[config.mk]
export PLATFORM = sky130hd
export DESIGN_NAME = impulse_median_sel
export DESIGN_NICKNAME = d
export VERILOG_FILES = /design/src/rtl/impulse_sel_pkg.sv /design/src/rtl/nbr_absdiff.sv /design/src/rtl/impulse_vote.sv /design/src/rtl/impulse_median_sel.sv
export SDC_FILE = /design/constraint.sdc
export NUM_CORES = 1
export LEC_CHECK = 0
export ABC_AREA = 1
export BUFFER_PORTS_ARGS = -buffer_cell sky130_fd_sc_hd__buf_4
export CORE_ASPECT_RATIO = 1.1
export CORE_MARGIN = 2
export CORE_UTILIZATION = 30
export DETAILED_ROUTE_END_ITERATION = 7
export SLEW_MARGIN = 10
export SYNTH_ARGS = -nofsm -noshare
export SYNTH_HDL_FRONTEND = slang
export SYNTH_SLANG_ARGS = --single-unit
export TNS_END_PERCENT = 1
[constraint.sdc]
create_clock -name clk -period 2.3 [get_ports clk]
set_clock_uncertainty 0.05 [all_clocks]
set_input_delay 0.23 -clock clk [delete_from_list [all_inputs] [get_ports clk]]
set_output_delay 0.23 -clock clk [all_outputs]
set_load 0.01 [all_outputs]
[src/rtl/impulse_sel_pkg.sv]
package impulse_sel_pkg;
  localparam int SIDE_LEFT  = 0;
  localparam int SIDE_RIGHT = 1;
  localparam int NUM_SIDES  = 2;
endpackage

[src/rtl/nbr_absdiff.sv]
module nbr_absdiff #(
  parameter int W = 8
) (
  input  logic [W-1:0] nbr,
  input  logic [W-1:0] centre,
  output logic [W-1:0] mag
);
  localparam int DW = W + 1;

  logic [DW-1:0] diff;
  logic [DW:0]   negated;
  logic          borrow;

  always_comb begin
    diff    = {1'b0, nbr} - {1'b0, centre};
    borrow  = diff[DW-1];
    negated = {1'b0, ~diff} + {{DW{1'b0}}, 1'b1};
    if (borrow)
      mag = negated[W-1:0];
    else
      mag = diff[W-1:0];
  end
endmodule

[src/rtl/impulse_vote.sv]
module impulse_vote #(
  parameter int W = 8,
  parameter int N = 2
) (
  input  logic [N-1:0][W-1:0] mags,
  input  logic [W-1:0]        thr,
  output logic                impulse
);
  logic [N-1:0] above;

  for (genvar g = 0; g < N; g++) begin : g_cmp
    assign above[g] = (mags[g] > thr);
  end

  assign impulse = &above;
endmodule

[src/rtl/impulse_median_sel.sv]
module impulse_median_sel
  import impulse_sel_pkg::*;
#(
  parameter int W = 8
) (
  input  logic         clk,
  input  logic         rst_n,
  input  logic         win_valid,
  output logic         win_ready,
  input  logic [W-1:0] win_left,
  input  logic [W-1:0] win_centre,
  input  logic [W-1:0] win_right,
  input  logic [W-1:0] win_median,
  input  logic [W-1:0] noise_thr,
  output logic         pix_valid,
  input  logic         pix_ready,
  output logic [W-1:0] pix_data,
  output logic         pix_noise
);
  logic [NUM_SIDES-1:0][W-1:0] nbrs;
  logic [NUM_SIDES-1:0][W-1:0] mags;
  logic                        impulse;
  logic                        take;
  logic [W-1:0]                chosen;

  assign nbrs[SIDE_LEFT]  = win_left;
  assign nbrs[SIDE_RIGHT] = win_right;

  for (genvar s = 0; s < NUM_SIDES; s++) begin : g_side
    nbr_absdiff #(.W(W)) u_absdiff (
      .nbr    (nbrs[s]),
      .centre (win_centre),
      .mag    (mags[s])
    );
  end

  impulse_vote #(.W(W), .N(NUM_SIDES)) u_vote (
    .mags    (mags),
    .thr     (noise_thr),
    .impulse (impulse)
  );

  assign win_ready = !pix_valid || pix_ready;
  assign take      = win_valid && win_ready;
  assign chosen    = impulse ? win_median : win_centre;

  always_ff @(posedge clk or negedge rst_n) begin
    if (!rst_n) begin
      pix_valid <= 1'b0;
      pix_data  <= '0;
      pix_noise <= 1'b0;
    end else if (take) begin
      pix_valid <= 1'b1;
      pix_data  <= chosen;
      pix_noise <= impulse;
    end else if (pix_ready) begin
      pix_valid <= 1'b0;
    end
  end
endmodule

# Yosys cells after proc, flatten, opt, wreduce, memory -nomap -nowiden
# Cells that the tools add are included.
# classes
add_sub_neg	4
magnitude_cmp	2
mux	5
bitwise	2
n_reduce_logical	5
# ops
operator	n
8-bit two-way mux	3
8-bit by 8-bit subtractor with 9-bit output	2
8-bit by 1-bit adder with 8-bit output (second input constant)	2
8-bit greater-than comparator	2
8-bit NOT	2
1-bit two-way mux	2
2-bit AND reduction	1
2-bit nonzero test	1
1-bit logical AND	1
1-bit zero test	1
1-bit logical OR	1
# totals
regBits	10
inputBits	44
output_inout_bits	11
word_cells	21

# Logic depth before layout (Yosys ltp)
# logic_depth
depth_word	7
mapped_depth	25

# Hierarchy
# From an unflattened synthesis, not the netlist that was laid out.
# unflattened
cells_unflattened	378
area_unflattened_um2	2284.7
# by_module_without_submodules
module	instances	cells_each	area_each_um2	seq_area_each_um2
nbr_absdiff	2	120	683.2	0.0
impulse_median_sel	1	69	498.0	250.2
impulse_vote	1	69	420.4	0.0

# Worst setup path before layout
# No wires, ideal clock.
# synth_timing
path_kind	input port to flip-flop
start	in win_right[0]
end	reg pix_data[0]
arrival_time_ns	2.599
t_required_ns	2.184
setup_slack_ns	-0.415
stages	20
n_path_buf	0
cell_sequence	inv_1 ha_1 fa_1 ha_1 inv_1 nor2_2 nand3_1 nor2_1 nand2_1 nand3_1 nand2_1 ha_1 nand2_1 nor2_1 nand2_1 nand2_2 nand3_2 nand2_1 nand3_1 nand2_1
# synth_via
elab_chain_cells	7
# synth_lines
item	line	source
from (decl)	impulse_median_sel.sv:12	input logic [W-1:0] win_right,
8-bit by 8-bit subtractor with 9-bit output (*)	nbr_absdiff.sv:15	diff = {1'b0, nbr} - {1'b0, centre};
8-bit NOT	nbr_absdiff.sv:17	negated = {1'b0, ~diff} + {{DW{1'b0}}, 1'b1};
8-bit by 1-bit adder with 8-bit output	nbr_absdiff.sv:17	
8-bit two-way mux (*)	nbr_absdiff.sv:18	if (borrow)
8-bit greater-than comparator (*)	impulse_vote.sv:12	assign above[g] = (mags[g] > thr);
2-bit AND reduction (*)	impulse_vote.sv:15	assign impulse = &above;
8-bit two-way mux (*)	impulse_median_sel.sv:45	assign chosen = impulse ? win_median : win_centre;
to (signal assigned)	impulse_median_sel.sv:54	pix_data <= chosen;
to (decl)	impulse_median_sel.sv:17	output logic [W-1:0] pix_data,
# Every way passes the cells marked *; elsewhere a longest branch is shown, timed or not.
# A chain may end at the register's enable or synchronous reset.

# Worst setup path in the final report
# layout_timing
start	in win_centre[0]
end	reg pix_data[3]
# layout_via
elab_chain_cells	7
elab_cells_between_ends	12
cone_classes	add/sub (4); order compare (2); mux (3); bitwise (2); reduce/logical (1)
# layout_lines
item	line	source
from (decl)	impulse_median_sel.sv:11	input logic [W-1:0] win_centre,
8-bit by 8-bit subtractor with 9-bit output	nbr_absdiff.sv:15	
8-bit NOT	nbr_absdiff.sv:17	
8-bit by 1-bit adder with 8-bit output	nbr_absdiff.sv:17	
8-bit two-way mux	nbr_absdiff.sv:18	
8-bit greater-than comparator	impulse_vote.sv:12	
2-bit AND reduction (*)	impulse_vote.sv:15	
8-bit two-way mux (*)	impulse_median_sel.sv:45	
# Marked as above.

==> flow_metrics.tcl <==
set metrics [dict create \
    clk_path_buf_depth 2 \
    slew_headroom_pct 76.2 \
    fill_cells 734 \
    yosys-top-cells-area "ha_1 (20%), nand2_1 (19%), dfrtp_1 (12%)" \
    cp-end-kind "flip-flop" \
    place_area_um2 2970 \
    cts_tree "built" \
    slowest_delay_ns 0.52 \
    grt_pass1_vias 2209 \
    grt_pass1_wl_um 9940 \
    run_status "complete, but fails checks" \
    syn_avg_cell_area_um2 6.31 \
    cap_violations 0 \
    crit_family "simple AND/OR/NAND/NOR gates" \
    finalWirelength_um 6010 \
    vias_per_cell 4.61 \
    io_buffers 54 \
    overflow 0 \
    insertion_delay_ns 0.23 \
    drt_iter0_drc 120 \
    violations "setup timing" \
    final_util_pct 46.6 \
    grt_use_total_pct 15.0 \
    multi_input_area_um2 1870 \
    syn_area_um2 2160 \
    gp_congestion 0.825 \
    design_area_um2 3270 \
    areaGrowthSynthToFinish_pct 51.5 \
    synth.top_cell.area_share_pct 19.7 \
    vias 2455 \
    die_area_um2 7890 \
    synth_compound_area_share_pct 8.35 \
    synth_fa_ha_area_share_pct 21.6 \
    grt_max_degree 13 \
    final_cells 532 \
    irDropWorstVdd_mv 0.313 \
    ys_seq_area_share_pct 11.6 \
    htreeDepth 1 \
    synth_area_leader_cell "ha_1" \
    ys_seq_elements 10 \
    dp.final_hpwl_um 4930 \
    crit_type "input port to flip-flop" \
    die_h_um 92.9 \
    setup_violations 9 \
    detailedRoute.firstPassIterationCount 4 \
    start_kind "input port" \
    critPathMostFrequentCell "nand2_1" \
    fmax_mhz 368 \
    critical_path.max_fanout 5 \
    power_density_nw_per_um2 482 \
    synth_top_family_by_area "simple AND/OR/NAND/NOR gates" \
    cp.depth 21 \
    crit_chain "buf_8, ha_4, fa_1, ha_2, inv_2, nor2_4, nand3_2, nor2_2, nand2_2, nand2_1, nand3_1, nand2_1, ha_1, nand2_2, nor2_4, nor2_4, nand2_4, nand3_4, nand2_1, nand3_1, nand2_1" \
    yosys_warnings 0 \
    hold_path.class "input port to flip-flop" \
    clockRootBuffer "clkbuf_8" \
    rsz0062_at_grt "true" \
    m1WireLength_um 2940 \
    antenna_left 0 \
    antennaDiodeCount 0 \
    arrival_ns 2.79 \
    fp.dieW_um 84.9 \
    synth_simple_gate_area_share_pct 45.1 \
    hold_depth 4 \
    synth-xor-area-share_pct 2.44 \
    numPlacedInstances 520 \
    min_period_ns 2.72 \
    fin_crit_sh_pct 118 \
    antenna_found_initial 0 \
    path_buf_inv 2 \
    wl_met2_um 2740 \
    critPathSlowestCell "fa_1" \
    initial_core_util_pct 30.8 \
    met3_length_um 329 \
    worst_r2r_path_depth 5 \
    finalNetCount 529 \
    cts.sinks 10 \
    cts_buffers 3 \
    netlist_instances 342 \
    coreArea_um2 7010 \
    syn-num-nets 422 \
    cp.required_ns 2.37 \
    ys_types 33 \
    synth.area.mux_share_pct 0 \
    routedWlPerCell_um 11.3 \
    leakage_nw 1.85 \
    io_pins 55 \
    drc_errors 0 \
    setup_slack_ns -0.417 \
    seq_area_um2 250 \
    tightest_slew_ns 0.357 \
    clkTransAtPathRegs_ns 0.04 \
    final-hold-violation-count 0 \
    core.rowCount 32 \
    drive_gt1_share_pct 40.3 \
    final_max_slew_viol_count 0 \
    maxUsedRoutingLayer "met4" \
]
[report_power, final]
part / leakage [nW] / switching [mW] / internal [mW] / total, mW
clock network: 0.0216 / 0.0628 / 0.114 / 0.177
registers: 0.123 / 0.0231 / 0.220 / 0.243
logic: 1.70 / 0.632 / 0.523 / 1.16
[registers in the layout (all words and copies together) (netlist names)]
| signal | flops |
|---|---|
| pix_data | 8 |
| pix_noise | 1 |
| pix_valid | 1 |
[through the flow]
step                      total power, mW  hold slack [ns]  setup WS, ns  TNS, ns
after global routing                 1.73            0.279        -0.619    -5.30
after global placement               1.22           0.0139        -0.713    -6.25
final                                1.58            0.243        -0.417    -3.53
after CTS                            1.53            0.243        -0.430    -3.60
after detailed placement             1.23           0.0158        -0.768    -6.77
after floorplan                     0.885           -0.116        -0.372    -3.32
[worst register-to-register path: stages, from the launching register on]
cell and delay (ns):
dfrtp_1 0.37, nand2_1 0.11, nand2_1 0.24, inv_1 0.31
nand3_1 0.13, nand2_1 0.07
[cell type report]
class / instances / area share [%]
clock buffers: 3 / 1.26
inverters: 60 / 7.04
multi-input cells: 273 / 57.2
flip-flops and latches: 10 / 7.66
well taps: 85 / 3.25
repair buffers: 100 / 23.5
repair inverters: 1 / 0.115
[layout by cell type (no fill, tap or decap), drive strengths merged]
| cell | count |
|---|---|
| dlygate4sd3 | 1 |
| nor2 | 24 |
| a21o | 1 |
| nand2 | 122 |
| o21a | 4 |
| xnor2 | 2 |
| o21ai | 7 |
| fa | 2 |
| xor2 | 4 |
| o21bai | 1 |
| or2 | 3 |
| nand3b | 8 |
| and2 | 1 |
| clkbuf | 3 |
| nand3 | 34 |
| nand4 | 9 |
| ha | 34 |
| a21oi | 17 |
| inv | 61 |
| buf | 99 |
| dfrtp | 10 |
[final timing paths]
| check | startpoint | endpoint | slack [ns] |
|---|---|---|---|
| min in group asynchronous | rst_n | pix_data[0] | 0.32 |
| setup reg to reg | pix_valid | pix_data[0] | 0.96 |
| hold / removal | pix_ready | pix_valid | 0.24 |
| max in group asynchronous | rst_n | pix_valid | 1.74 |
| hold reg to reg | pix_data[4] | pix_data[4] | 0.42 |
| setup / recovery | win_centre[0] | pix_data[3] | -0.42 |
[cells by family (layout without fill, tap and decap cells)]
kind of cell | count (synthesis) | after routing
AO/OA/AOI/OAI | 30 | 30
XOR/XNOR | 6 | 6
adder cells (fa/ha/maj) | 36 | 36
buffers and inverters | 62 | 164
flip-flops | 10 | 10
AND/OR/NAND/NOR | 198 | 201
[cells in the mapped netlist, drive strengths merged]
cell type,instances
nand2,120
inv,60
ha,34
nand3,33
nor2,24
a21oi,17
dfrtp,10
nand4,9
nand3b,8
o21ai,7
o21a,4
xor2,4
or2,3
fa,2
xnor2,2
a21o,1
and2,1
buf,1
clkbuf,1
o21bai,1
[what timing repair did]
item	4_1_cts	5_1_grt
cloned	4	0
endpoints found under the setup margin	9	9
pin swaps	27	24
setup buffers	2	2
endpoints found under the hold margin	10	0
hold buffers	1	0
gates resized for setup	35	21
[layer usage]
| layer | up-vias | global-route usage [%] |
|---|---|---|
| li1 | 1313 | - |
| met1 | 1084 | 21.8 |
| met2 | 56 | 24.9 |
| met3 | 2 | 1.34 |
| met4 | 0 | 1.59 |
| met5 | - | 0 |
Note: power is estimated with default switching activity, not from simulation.
